==> config.mk <==
export PLATFORM = sky130hd
export DESIGN_NAME = addr_bus_arbiter
export DESIGN_NICKNAME = d
export VERILOG_FILES = /design/src/rtl/arb_pkg.sv /design/src/rtl/arb_select.sv /design/src/rtl/arb_rotate.sv /design/src/rtl/arb_tenure_track.sv /design/src/rtl/addr_bus_arbiter.sv
export SDC_FILE = /design/constraint.sdc
export NUM_CORES = 1
export LEC_CHECK = 0
export ABC_AREA = 1
export BUFFER_PORTS_ARGS = -buffer_cell sky130_fd_sc_hd__clkbuf_2
export CORE_UTILIZATION = 30
export CTS_BUF_LIST = sky130_fd_sc_hd__clkbuf_16
export DETAILED_ROUTE_END_ITERATION = 7
export PLACE_DENSITY = 0.59
export RECOVER_POWER = 100
export SKIP_LAST_GASP = 1
export SLEW_MARGIN = 20
export SYNTH_ARGS = -nofsm -noshare
export SYNTH_HDL_FRONTEND = slang
export SYNTH_HIERARCHICAL = 1
export SYNTH_SLANG_ARGS = --single-unit
export TNS_END_PERCENT = 1
==> constraint.sdc <==
create_clock -name clk_i -period 5.54 [get_ports clk_i]
set_input_delay 1.108 -clock clk_i [delete_from_list [all_inputs] [get_ports clk_i]]
set_output_delay 1.108 -clock clk_i [all_outputs]
set_load 0.01 [all_outputs]
==> src/rtl/arb_pkg.sv <==
package arb_pkg;
  localparam int CLS_W = 3;

  typedef enum logic [CLS_W-1:0] {
    CLS_PLAIN     = 3'd0,
    CLS_L2_CAST   = 3'd1,
    CLS_SNOOP     = 3'd2,
    CLS_INT_PUSH  = 3'd3,
    CLS_L2_PUSH   = 3'd4,
    CLS_COPYBACK  = 3'd5
  } cls_e;

  typedef enum logic [1:0] {
    PH_IDLE = 2'd0,
    PH_GNT  = 2'd1,
    PH_ACK  = 2'd2,
    PH_WIN  = 2'd3
  } phase_e;

  // reserved codes rank with plain requests
  function automatic logic [CLS_W-1:0] cls_rank(input logic [CLS_W-1:0] c);
    return (c > CLS_COPYBACK) ? CLS_PLAIN : c;
  endfunction
endpackage

==> src/rtl/arb_select.sv <==
module arb_select
  import arb_pkg::*;
#(
  parameter int NUM_CPU = 4,
  parameter int IDX_W   = 3,
  parameter int CPU_W   = 2
) (
  input  logic [NUM_CPU-1:0]       cpu_req_i,
  input  logic [NUM_CPU*CLS_W-1:0] cpu_cls_i,
  input  logic                     l2_req_i,
  input  logic [CLS_W-1:0]         l2_cls_i,
  input  logic                     int_req_i,
  input  logic [CLS_W-1:0]         int_cls_i,
  input  logic [CPU_W-1:0]         ptr_i,
  input  logic                     force_vld_i,
  input  logic [CPU_W-1:0]         force_idx_i,
  output logic                     win_vld_o,
  output logic [IDX_W-1:0]         win_idx_o
);
  localparam logic [IDX_W-1:0] L2_IDX  = IDX_W'(NUM_CPU);
  localparam logic [IDX_W-1:0] INT_IDX = IDX_W'(NUM_CPU + 1);

  logic [CLS_W-1:0] cpu_rank [NUM_CPU];

  for (genvar g = 0; g < NUM_CPU; g++) begin : g_rank
    assign cpu_rank[g] = cls_rank(cpu_cls_i[g*CLS_W +: CLS_W]);
  end

  logic             best_vld;
  logic [CLS_W-1:0] best_rank;
  logic [IDX_W-1:0] best_idx;

  always_comb begin
    best_vld  = 1'b0;
    best_rank = '0;
    best_idx  = '0;
    // scan order gives tie precedence: internal, L2, processors from ptr
    if (int_req_i) begin
      best_vld  = 1'b1;
      best_rank = cls_rank(int_cls_i);
      best_idx  = INT_IDX;
    end
    if (l2_req_i && (!best_vld || cls_rank(l2_cls_i) > best_rank)) begin
      best_vld  = 1'b1;
      best_rank = cls_rank(l2_cls_i);
      best_idx  = L2_IDX;
    end
    for (int k = 0; k < NUM_CPU; k++) begin
      int j;
      j = int'(ptr_i) + k;
      if (j >= NUM_CPU) j = j - NUM_CPU;
      if (cpu_req_i[j] && (!best_vld || cpu_rank[j] > best_rank)) begin
        best_vld  = 1'b1;
        best_rank = cpu_rank[j];
        best_idx  = IDX_W'(j);
      end
    end
    if (force_vld_i) begin
      best_vld = 1'b1;
      best_idx = IDX_W'(force_idx_i);
    end
  end

  assign win_vld_o = best_vld;
  assign win_idx_o = best_idx;
endmodule

==> src/rtl/arb_rotate.sv <==
module arb_rotate #(
  parameter int NUM_CPU = 4,
  parameter int CPU_W   = 2
) (
  input  logic             clk_i,
  input  logic             rst_ni,
  input  logic             cpu_fire_i,
  input  logic [CPU_W-1:0] cpu_idx_i,
  output logic [CPU_W-1:0] ptr_o,
  output logic [CPU_W-1:0] last_o
);
  localparam logic [CPU_W-1:0] TOP_IDX = CPU_W'(NUM_CPU - 1);

  logic [CPU_W-1:0] ptr_q, last_q, ptr_d;

  assign ptr_d = (cpu_idx_i == TOP_IDX) ? '0 : cpu_idx_i + 1'b1;

  always_ff @(posedge clk_i or negedge rst_ni) begin
    if (!rst_ni) begin
      ptr_q  <= '0;
      last_q <= '0;
    end else if (cpu_fire_i) begin
      ptr_q  <= ptr_d;
      last_q <= cpu_idx_i;
    end
  end

  assign ptr_o  = ptr_q;
  assign last_o = last_q;
endmodule

==> src/rtl/arb_tenure_track.sv <==
module arb_tenure_track #(
  parameter int NUM_CPU  = 4,
  parameter int MAX_PEND = 2,
  parameter int IDX_W    = 3,
  parameter int CPU_W    = 2,
  parameter int OCC_W    = 2
) (
  input  logic             clk_i,
  input  logic             rst_ni,
  input  logic             grant_fire_i,
  input  logic [IDX_W-1:0] grant_idx_i,
  input  logic             grant_snoop_i,
  input  logic             ack_cycle_i,
  input  logic             win_cycle_i,
  input  logic             artry_i,
  input  logic             data_done_i,
  output logic             slot_free_o,
  output logic [OCC_W-1:0] occ_o,
  output logic             rb_ready_o,
  output logic [CPU_W-1:0] rb_owner_o
);
  localparam logic [IDX_W-1:0] INT_IDX = IDX_W'(NUM_CPU + 1);
  localparam logic [IDX_W-1:0] CPU_LIM = IDX_W'(NUM_CPU);

  logic [IDX_W-1:0] src_q;
  logic             snoop_q;
  logic [OCC_W-1:0] occ_q, occ_d;
  logic [OCC_W+1:0] occ_up, occ_dn;
  logic             rb_pend_q, rb_ready_q;
  logic [CPU_W-1:0] rb_owner_q;
  logic             retry_any, retry_cpu, snoop_done;

  assign retry_any  = win_cycle_i && artry_i;
  assign retry_cpu  = retry_any && (src_q < CPU_LIM);
  assign snoop_done = ack_cycle_i && (src_q == INT_IDX) && snoop_q && rb_pend_q;

  always_comb begin
    occ_up = {2'b00, occ_q} + {{(OCC_W+1){1'b0}}, grant_fire_i};
    occ_dn = {{(OCC_W+1){1'b0}}, data_done_i} + {{(OCC_W+1){1'b0}}, retry_any};
    occ_d  = (occ_dn >= occ_up) ? '0 : OCC_W'(occ_up - occ_dn);
  end

  always_ff @(posedge clk_i or negedge rst_ni) begin
    if (!rst_ni) begin
      src_q   <= '0;
      snoop_q <= 1'b0;
      occ_q   <= '0;
    end else begin
      occ_q <= occ_d;
      if (grant_fire_i) begin
        src_q   <= grant_idx_i;
        snoop_q <= grant_snoop_i;
      end
    end
  end

  always_ff @(posedge clk_i or negedge rst_ni) begin
    if (!rst_ni) begin
      rb_pend_q  <= 1'b0;
      rb_ready_q <= 1'b0;
      rb_owner_q <= '0;
    end else begin
      if (retry_cpu) begin
        rb_pend_q  <= 1'b1;
        rb_owner_q <= CPU_W'(src_q);
      end else if (snoop_done) begin
        rb_pend_q <= 1'b0;
      end
      if (snoop_done)        rb_ready_q <= 1'b1;
      else if (grant_fire_i) rb_ready_q <= 1'b0;
    end
  end

  assign slot_free_o = occ_q < OCC_W'(MAX_PEND);
  assign occ_o       = occ_q;
  assign rb_ready_o  = rb_ready_q;
  assign rb_owner_o  = rb_owner_q;
endmodule

==> src/rtl/addr_bus_arbiter.sv <==
module addr_bus_arbiter
  import arb_pkg::*;
#(
  parameter int NUM_CPU  = 4,
  parameter int MAX_PEND = 2
) (
  input  logic                     clk_i,
  input  logic                     rst_ni,
  input  logic                     park_en_i,
  input  logic [NUM_CPU-1:0]       cpu_req_i,
  input  logic [NUM_CPU*CLS_W-1:0] cpu_cls_i,
  input  logic                     l2_req_i,
  input  logic [CLS_W-1:0]         l2_cls_i,
  input  logic                     int_req_i,
  input  logic [CLS_W-1:0]         int_cls_i,
  input  logic                     artry_i,
  input  logic                     data_done_i,
  output logic [NUM_CPU-1:0]       cpu_gnt_o,
  output logic                     l2_gnt_o,
  output logic                     int_gnt_o,
  output logic                     aack_o
);
  localparam int NREQ  = NUM_CPU + 2;
  localparam int IDX_W = $clog2(NREQ);
  localparam int CPU_W = $clog2(NUM_CPU);
  localparam int OCC_W = $clog2(MAX_PEND + 1);
  localparam logic [IDX_W-1:0] INT_IDX = IDX_W'(NUM_CPU + 1);
  localparam logic [IDX_W-1:0] CPU_LIM = IDX_W'(NUM_CPU);

  phase_e            phase_q, phase_d;
  logic [NREQ-1:0]   gnt_q, gnt_d;
  logic [CPU_W-1:0]  ptr, last_cpu, rb_owner;
  logic [OCC_W-1:0]  occ;
  logic              slot_free, rb_ready, force_vld;
  logic              win_vld, decide, any_req, grant_fire, grant_snoop, cpu_fire;
  logic [IDX_W-1:0]  win_idx;

  assign any_req     = (|cpu_req_i) || l2_req_i || int_req_i;
  assign decide      = (phase_q == PH_IDLE) || (phase_q == PH_WIN);
  assign force_vld   = rb_ready && cpu_req_i[rb_owner];
  assign grant_fire  = decide && slot_free && win_vld;
  assign grant_snoop = (win_idx == INT_IDX) && (int_cls_i == CLS_SNOOP);
  assign cpu_fire    = grant_fire && (win_idx < CPU_LIM);

  arb_select #(
    .NUM_CPU (NUM_CPU),
    .IDX_W   (IDX_W),
    .CPU_W   (CPU_W)
  ) i_select (
    .cpu_req_i   (cpu_req_i),
    .cpu_cls_i   (cpu_cls_i),
    .l2_req_i    (l2_req_i),
    .l2_cls_i    (l2_cls_i),
    .int_req_i   (int_req_i),
    .int_cls_i   (int_cls_i),
    .ptr_i       (ptr),
    .force_vld_i (force_vld),
    .force_idx_i (rb_owner),
    .win_vld_o   (win_vld),
    .win_idx_o   (win_idx)
  );

  arb_rotate #(
    .NUM_CPU (NUM_CPU),
    .CPU_W   (CPU_W)
  ) i_rotate (
    .clk_i      (clk_i),
    .rst_ni     (rst_ni),
    .cpu_fire_i (cpu_fire),
    .cpu_idx_i  (CPU_W'(win_idx)),
    .ptr_o      (ptr),
    .last_o     (last_cpu)
  );

  arb_tenure_track #(
    .NUM_CPU  (NUM_CPU),
    .MAX_PEND (MAX_PEND),
    .IDX_W    (IDX_W),
    .CPU_W    (CPU_W),
    .OCC_W    (OCC_W)
  ) i_track (
    .clk_i         (clk_i),
    .rst_ni        (rst_ni),
    .grant_fire_i  (grant_fire),
    .grant_idx_i   (win_idx),
    .grant_snoop_i (grant_snoop),
    .ack_cycle_i   (phase_q == PH_ACK),
    .win_cycle_i   (phase_q == PH_WIN),
    .artry_i       (artry_i),
    .data_done_i   (data_done_i),
    .slot_free_o   (slot_free),
    .occ_o         (occ),
    .rb_ready_o    (rb_ready),
    .rb_owner_o    (rb_owner)
  );

  always_comb begin
    gnt_d   = '0;
    phase_d = PH_IDLE;
    unique case (phase_q)
      PH_GNT: phase_d = PH_ACK;
      PH_ACK: phase_d = PH_WIN;
      default: begin
        if (grant_fire) begin
          gnt_d[win_idx] = 1'b1;
          phase_d        = PH_GNT;
        end else if (!any_req && park_en_i) begin
          gnt_d[last_cpu] = 1'b1;
        end
      end
    endcase
  end

  always_ff @(posedge clk_i or negedge rst_ni) begin
    if (!rst_ni) begin
      phase_q <= PH_IDLE;
      gnt_q   <= '0;
    end else begin
      phase_q <= phase_d;
      gnt_q   <= gnt_d;
    end
  end

  assign cpu_gnt_o = gnt_q[NUM_CPU-1:0];
  assign l2_gnt_o  = gnt_q[NUM_CPU];
  assign int_gnt_o = gnt_q[NUM_CPU+1];
  assign aack_o    = (phase_q == PH_ACK);
endmodule

==> flow_metrics.tcl, run 1 <==
set metrics [dict create \
    status "complete, but fails checks" \
    violations "negative setup slack" \
    synth_area_per_cell_um2 6.259 \
    ys_types 33 \
    worst_slack_ns -1.127 \
    syn_inst 411 \
    n_antenna_cell 0 \
    synth-edff-count 0 \
    htreeDepth 1 \
    core_mm2 0.008258 \
    finalNonFillerCells 638 \
    place_hpwl_um 5509 \
    synthesis.area_mm2 0.002572 \
    cts_tree "yes" \
    dp_worst_setup_slack_ns -1.593 \
    std_cell_rows 33 \
    post_drt_via_cell_ratio 4.727 \
    multi_input_area_mm2 0.001988 \
    vias 3016 \
    wirelength_um 7511 \
    clockBufferDepth 2 \
    cts_sinks 22 \
    drc_errors 0 \
    fin_crit_sh_pct 120.3 \
    ys_ff_latch 22 \
    grt.total_usage_pct 17.12 \
    grt_pass1_vias 2973 \
    criticalPathCategory "in2reg" \
    clkLatencyLatePin_ns 0.25 \
    die_w_um 94.60 \
    ant_nets 0 \
    crit_required_ns 5.67 \
    syn_nets 467 \
    rsz0062_at_grt "yes" \
    maxCapViolations 0 \
    cts_hold_buffers 0 \
    ios 36 \
    relSlewSlack_pct 22.28 \
    yosysTopAreaCell "dfrtp_1" \
    dieHeight_um 94.60 \
    gp_congestion 0.9069 \
    yosysMostFrequentCell "nand2_1" \
    syn2layout_area_growth_pct 51.02 \
    r2r-start "i_rotate/ptr_o[0]" \
    crit_slowest_cell "ha_4" \
    max_freq_mhz 150.0 \
    place_area_mm2 0.003332 \
    cts.clk_slew.worst_paths_ns 0.06 \
    crit_start "int_req_i" \
    period_minus_slack_ns 6.667 \
    ff_latch_area_um2 550.5 \
    min_from "i_track/rb_pend_q" \
    cts_root_buffer "clkbuf_16" \
    grt_pass1_wl_um 12400 \
    grt_max_degree 23 \
    wire_per_inst_um 11.77 \
    finalMaxSlewViolations 0 \
    dp.cells 602 \
    yosysSeqAreaShare_pct 21.40 \
    cp-start-kind "input port" \
    synth_top_flop_cell "dfrtp_1" \
    hold_class "reg2reg" \
    stdcell_area_mm2 0.003885 \
    ys_warn_count 6 \
    drive_gt1_share_pct 37.71 \
    drt_iter0_markers 145 \
    skew_ns 0.004701 \
    fp.dieArea_mm2 0.008949 \
    antenna_found_initial 0 \
    setup_viol_count_final 14 \
    synthArstFlopShare_pct 100.0 \
    hold_viol_final 0 \
    detail_route.first_pass.iterations 4 \
    critPathMostFrequentCell "nand2_1" \
    initial_core_util_pct 31.15 \
    port_buffers 35 \
    end_kind "flop" \
    nFillCells 852 \
    grt_remaining_overflow 0 \
    fin_nets 590 \
    synthTopCellsByCount "nand2_1, inv_1, nand3_1, ha_1, dfrtp_1" \
    path_max_fanout 6 \
    cpPeakStageDelay_ns 0.28 \
    synth_top_area_share_pct 21.40 \
    synth_area_leaders "dfrtp_1, nand2_1, ha_1, nand3_1, inv_1" \
    cp_data_arrival_time_ns 6.80 \
    worst_slew_pin_slew_ns 1.166 \
    cts-buffers-inserted 3 \
]
cells in the final DEF, fill, tap and decap left out, types with 4 or more instances in the layout:
master and n:
o21ai_2 4, nand2_4 5, buf_4 86, and2_4 6, nand2_2 17, a21oi_2 7
nand2_1 123, nor2_1 21, inv_1 56, nand3_2 13, inv_2 7, o21ai_1 15
clkbuf_2 26, dfrtp_1 22, ha_1 18, ha_4 9, o21ai_0 13, nand3_1 37
clkbuf_1 8
registers in the layout (all words and copies together), names as in the netlist:
name	flops
gnt_q	6
i_rotate/last_o	2
i_rotate/ptr_o	2
i_track/occ_o	2
i_track/rb_owner_o	2
i_track/rb_pend_q	1
i_track/rb_ready_o	1
i_track/snoop_q	1
i_track/src_q	3
phase_q	2
through the flow:
| step | hold slack [ns] | TNS, ns | utilization [%] |
|---|---|---|---|
| after floorplan | 0.4420 | -10.47 | - |
| after global placement | 0.4566 | -16.81 | 40.35 |
| after detailed placement | 0.4617 | -19.48 | 40.35 |
| after CTS | 0.4755 | -12.22 | 46.89 |
| after global routing | 0.4903 | -19.88 | 47.05 |
| final | 0.4754 | -14.46 | 47.05 |
worst paths after layout:
path / endpoint / slack [ns] / depth (start not counted)
min in group asynchronous: i_track/occ_o[1] / 1.07 / 1
max reg2reg: gnt_q[0] / -0.05 / 43
max: gnt_q[0] / -1.13 / 51
min reg2reg: i_track/rb_pend_q / 0.48 / 2
max in group asynchronous: i_rotate/ptr_o[1] / 3.77 / 1
min: i_track/rb_pend_q / 0.48 / 2
kinds of logic after synthesis:
kind of cell	count (synthesis)	share of synthesized area (%)
AOI/OAI and AO/OA	51	11.28
xor gates and xnor gates	1	0.3405
adders and majority gates	27	13.13
buffers and inverters	74	12.40
DFF	22	21.40
and+or+nand+nor	236	41.44
final cells by class:
| type | instances | area share, % |
|---|---|---|
| multi-input cells | 315 | 51.18 |
| clock inverters | 1 | 0.09662 |
| repair buffers | 125 | 22.48 |
| well taps | 105 | 3.382 |
| clock buffers | 3 | 1.932 |
| flip-flops and latches | 22 | 14.17 |
| inverters | 67 | 6.763 |
metal layers:
layer | vias to the layer above | GRT usage (%) | part of all wire, %
met5 | - | 0 | 0
met4 | 0 | 4.672 | 1.6
met3 | 12 | 1.047 | 2.4
met2 | 53 | 34.23 | 54
met1 | 1400 | 19.17 | 42
li1 | 1551 | - | -
critical path: cells and delay by family:
kind | cells | cell delay (ns)
AOI/OAI and AO/OA | 9 | 0.92
adders and majority gates | 5 | 1.22
buffers and inverters | 6 | 0.48
and+or+nand+nor | 31 | 3.05
timing repair:
action	CTS	global route
pin swaps	43	4
gates resized for setup	45	6
endpoints found under the setup margin	14	14
buffers inserted	31	1
endpoints found under the hold margin	0	0
Power of run 1 is not shown: default switching activity piles up to over one toggle a cycle in this logic, so the estimate is an artifact.
==> run 2: changes to the inputs <==
--- a/config.mk
+++ b/config.mk
@@ -7,6 +7,7 @@
 export LEC_CHECK = 0
 export ABC_AREA = 1
 export BUFFER_PORTS_ARGS = -buffer_cell sky130_fd_sc_hd__clkbuf_2
+export CORE_ASPECT_RATIO = 0.5
 export CORE_UTILIZATION = 30
 export CTS_BUF_LIST = sky130_fd_sc_hd__clkbuf_16
 export DETAILED_ROUTE_END_ITERATION = 7
==> flow_metrics.tcl, run 2 (same netlist as run 1, synthesis figures left out) <==
set metrics [dict create \
    max_freq_mhz 153.8 \
    initial_core_util_pct 31.59 \
    rr_worst_depth 46 \
    core_mm2 0.008144 \
    skew_ns 0.003386 \
    cts_tree "yes" \
    critPathMostFrequentCell "nand2_1" \
    n_antenna_cell 0 \
    final_core_util_pct 47.52 \
    grt_pass1_vias 2563 \
    drc_errors 0 \
    grt_pass1_wl_um 11630 \
    grt.total_usage_pct 16.02 \
    maxCapViolations 0 \
    min_path_cells 2 \
    ant_nets 0 \
    fin_crit_sh_pct 117.4 \
    status "complete, but fails checks" \
    antenna_found_initial 0 \
    ios 36 \
    finalMaxSlewViolations 0 \
    clockBufferDepth 2 \
    violations "negative setup slack" \
    fin_nets 595 \
    cts_root_buffer "clkbuf_16" \
    port_buffers 35 \
    vias 2855 \
    crit_start "int_cls_i[2]" \
    post_drt_via_cell_ratio 4.392 \
    fp.dieArea_mm2 0.008972 \
    period_minus_slack_ns 6.502 \
    timing.rr.end "i_track/snoop_q" \
    dieHeight_um 67.48 \
    hold_path_end "i_track/rb_pend_q" \
    cts_hold_buffers 0 \
    cts-buffers-inserted 3 \
    min_from "i_track/rb_pend_q" \
    worst_slack_ns -0.9624 \
    criticalPathCategory "in2reg" \
    r2r_setup_slack_ns 0.08 \
    wire_per_inst_um 10.58 \
    wirelength_um 6874 \
    grt_remaining_overflow 0 \
    grt_max_degree 23 \
    end_kind "flop" \
    final_common_cell "nand2_1" \
    gp_congestion 0.8561 \
    largest_reg_flops 6 \
    drive_gt1_share_pct 36.62 \
    cp_data_arrival_time_ns 6.69 \
    drt_iter0_markers 100 \
    hold_class "reg2reg" \
    worst_slew_pin_slew_ns 1.209 \
    top_register "gnt_q" \
    rsz0062_at_grt "yes" \
    setup_viol_count_final 14 \
    htreeDepth 1 \
    cp-start-kind "input port" \
    hold_viol_final 0 \
    crit_required_ns 5.73 \
    cts.clk_slew.worst_paths_ns 0.06 \
    crit_slowest_cell "ha_1" \
    std_cell_rows 23 \
    cpPeakStageDelay_ns 0.28 \
    detail_route.first_pass.iterations 4 \
    syn2layout_area_growth_pct 50.44 \
    cts_sinks 22 \
    die_w_um 133.0 \
    relSlewSlack_pct 19.42 \
    mostFrequentLayoutCells "nand2_1, buf_4, inv_1" \
    r2r-start "i_rotate/ptr_o[0]" \
    biggestRegsByFlops "gnt_q x6, i_track/src_q x3" \
    nFillCells 808 \
    clkLatencyLatePin_ns 0.26 \
    path_max_fanout 6 \
    place_hpwl_um 5345 \
]
run 2: cell count changes in the layout (fill, tap and decap cells not counted), sizes merged:
cell | previous run | this run
bufinv | 0 | 1
clkinv | 3 | 2
buf | 90 | 95
run 2: per-layer routing:
| layer | wire length [µm] | up-vias | track usage (%) |
|---|---|---|---|
| li1 | - | 1561 | - |
| met1 | 3582 | 1271 | 21.91 |
| met2 | 3152 | 20 | 27.62 |
| met4 | 38 | 0 | 3.736 |
| met3 | 101 | 3 | 1.502 |
| met5 | 0 | - | 0 |
run 2: worst max path at each step:
stage          slack, ns           endpoint  depth (start not counted)
6_report           -0.96    i_track/snoop_q                         55
5_1_grt            -1.51    i_track/snoop_q                         55
4_1_cts            -0.86    i_track/snoop_q                         53
3_5_place_dp       -1.53  i_rotate/ptr_o[1]                         55
3_3_place_gp       -1.38  i_rotate/ptr_o[1]                         55
2_1_floorplan      -0.94    i_track/snoop_q                         52
run 2: final cells by class:
cell class	instances	area [µm²]	share of cell area, %
clock buffer	3	75.07	1.940
inverter	67	260.3	6.725
tap	112	140.1	3.621
clock inverter	1	30.03	0.7759
timing repair buffer	130	893.4	23.08
sequential	22	550.5	14.23
multi-input combinational	315	1921	49.63
run 2: worst max-delay path, delay by kind of cell:
family	cells	cell delay (ns)
AO/OA/AOI/OAI	7	0.64
adder cells (fa/ha/maj)	5	1.20
buffers and inverters	8	0.57
AND/OR/NAND/NOR	35	3.18
run 2: per-stage QoR:
| step | area, µm² | worst slack, ns | hold slack [ns] | std cells | TNS, ns |
|---|---|---|---|---|---|
| 6_report | 3870 | -0.9624 | 0.4707 | 650 | -12.07 |
| 5_1_grt | 3870 | -1.509 | 0.5197 | 650 | -19.32 |
| 4_1_cts | 3890 | -0.8639 | 0.4750 | 650 | -11.03 |
| 3_5_place_dp | 3426 | -1.533 | 0.4600 | 622 | -19.58 |
| 3_3_place_gp | 3426 | -1.378 | 0.4571 | 622 | -17.63 |
| 2_1_floorplan | 2643 | -0.9440 | 0.4420 | 411 | -10.47 |
run 2: timing repair:
item,in CTS,in global routing
pin swaps,40,0
gates resized for setup,36,1
setup buffers,24,0
setup endpoints to repair,14,14
Power of run 2 is left out for the same reason.
==> run 3: changes to the inputs <==
--- a/config.mk
+++ b/config.mk
@@ -7,12 +7,14 @@
 export LEC_CHECK = 0
 export ABC_AREA = 1
 export BUFFER_PORTS_ARGS = -buffer_cell sky130_fd_sc_hd__clkbuf_2
+export CAP_MARGIN = 25
 export CORE_ASPECT_RATIO = 0.5
 export CORE_UTILIZATION = 30
 export CTS_BUF_LIST = sky130_fd_sc_hd__clkbuf_16
 export DETAILED_ROUTE_END_ITERATION = 7
 export PLACE_DENSITY = 0.59
 export RECOVER_POWER = 100
+export REMOVE_ABC_BUFFERS = 1
 export SKIP_LAST_GASP = 1
 export SLEW_MARGIN = 20
 export SYNTH_ARGS = -nofsm -noshare
==> flow_metrics.tcl, run 3 (same netlist as run 1, synthesis figures left out) <==
set metrics [dict create \
    status "complete, but fails checks" \
    violations "negative setup slack" \
    skew_ns 0.001509 \
    clkLatencyLatePin_ns 0.25 \
    drt_iter0_markers 142 \
    rr_worst_depth 49 \
    antenna_found_initial 0 \
    setup_tns_ns -15.61 \
    cpPeakStageDelay_ns 0.24 \
    worst_slew_pin_slew_ns 1.187 \
    maxCapViolations 0 \
    end_kind "flop" \
    hold_path_end "i_track/rb_pend_q" \
    nFillCells 744 \
    final_common_cell "nand2_1" \
    post_drt_via_cell_ratio 4.725 \
    fin_crit_sh_pct 121.8 \
    cts_sinks 22 \
    largest_reg_flops 6 \
    hold_class "reg2reg" \
    r2r-start "i_rotate/ptr_o[0]" \
    grt_pass1_wl_um 12970 \
    ios 36 \
    relSlewSlack_pct 20.85 \
    detail_route.first_pass.iterations 5 \
    vias 3156 \
    min_from "i_track/rb_pend_q" \
    grt_max_degree 23 \
    dieHeight_um 67.48 \
    max_freq_mhz 148.2 \
    min_path_cells 2 \
    die_w_um 133.0 \
    period_minus_slack_ns 6.745 \
    syn2layout_area_growth_pct 64.25 \
    path_max_fanout 5 \
    criticalPathCategory "in2reg" \
    place_hpwl_um 5242 \
    fin_worst_hold_slack_ns 0.4704 \
    cts_hold_buffers 0 \
    r2r_setup_slack_ns -0.06 \
    dp_worst_setup_slack_ns -1.798 \
    cts-buffers-inserted 3 \
    n_antenna_cell 0 \
    top_register "gnt_q" \
    mostFrequentLayoutCells "nand2_1, buf_4, inv_1" \
    cts.clk_slew.worst_paths_ns 0.05 \
    port_buffers 35 \
    hold_viol_final 0 \
    finalNonFillerCells 668 \
    rsz0062_at_grt "yes" \
    crit_required_ns 5.72 \
    drc_errors 0 \
    grt_pass1_vias 2866 \
    setup_viol_count_final 14 \
    gp_congestion 0.8090 \
    cp-start-kind "input port" \
    timing.rr.end "gnt_q[3]" \
    cts_root_buffer "clkbuf_16" \
    grt_remaining_overflow 0 \
    clockBufferDepth 2 \
    finalMaxSlewViolations 0 \
    core_mm2 0.008144 \
    cts_tree "yes" \
    worst_slack_ns -1.205 \
    initial_core_util_pct 31.59 \
    wire_per_inst_um 12.97 \
    cp_data_arrival_time_ns 6.92 \
    biggestRegsByFlops "gnt_q x6, i_track/src_q x3" \
    dp.cells 608 \
    htreeDepth 1 \
    crit_slowest_cell "ha_4" \
    drive_gt1_share_pct 45.14 \
    ant_nets 0 \
    critPathMostFrequentCell "buf_4" \
    std_cell_rows 23 \
    fp.dieArea_mm2 0.008972 \
    grt.total_usage_pct 18.10 \
    wirelength_um 8667 \
    fin_nets 614 \
]
## run 3: cell type report
cell class | count | area (µm²) | area share (%)
clock buffers | 3 | 75.07 | 1.777
repair buffers | 149 | 1069 | 25.29
flip-flops and latches | 22 | 550.5 | 13.03
well taps | 112 | 140.1 | 3.317
multi-input cells | 315 | 2121 | 50.19
inverters | 67 | 270.3 | 6.396
## run 3: worst max path at each step
stage                      start           endpoint  slack [ns]
finish              int_cls_i[1]           gnt_q[3]       -1.21
detailed placement  int_cls_i[2]    i_track/snoop_q       -1.80
floorplan           int_cls_i[2]  i_rotate/ptr_o[1]       -1.17
global placement    int_cls_i[2]    i_track/snoop_q       -1.60
global route           int_req_i           gnt_q[3]       -1.52
CTS                 int_cls_i[2]    i_track/snoop_q       -1.04
## run 3: worst max-delay path, delay by kind of cell
| kind | cells | cell delay (ns) |
|---|---|---|
| buffers and inverters | 35 | 4.21 |
| AND/OR/NAND/NOR | 11 | 0.88 |
| AO/OA/AOI/OAI | 3 | 0.43 |
| adder cells (fa/ha/maj) | 1 | 0.24 |
## run 3: layer usage
metal  GRT usage [%]  wire length, µm
met5               0                0
met4           6.322              191
met3           2.252              361
met2           32.85             4205
met1           22.63             3908
## run 3: metrics by stage
| step | util, % | cell area [µm²] |
|---|---|---|
| 2_1_floorplan | - | 2507 |
| 3_3_place_gp | 40.07 | 3263 |
| 3_5_place_dp | 40.07 | 3263 |
| 4_1_cts | 48.56 | 3955 |
| 5_1_grt | 51.88 | 4225 |
| 6_report | 51.88 | 4225 |
## run 3: what timing repair did
action                     4_1_cts  5_1_grt
setup endpoints to repair       14       14
pin swaps                       43       56
setup buffers                   51        6
gates resized for setup         48       63
Power of run 3 is left out for the same reason.
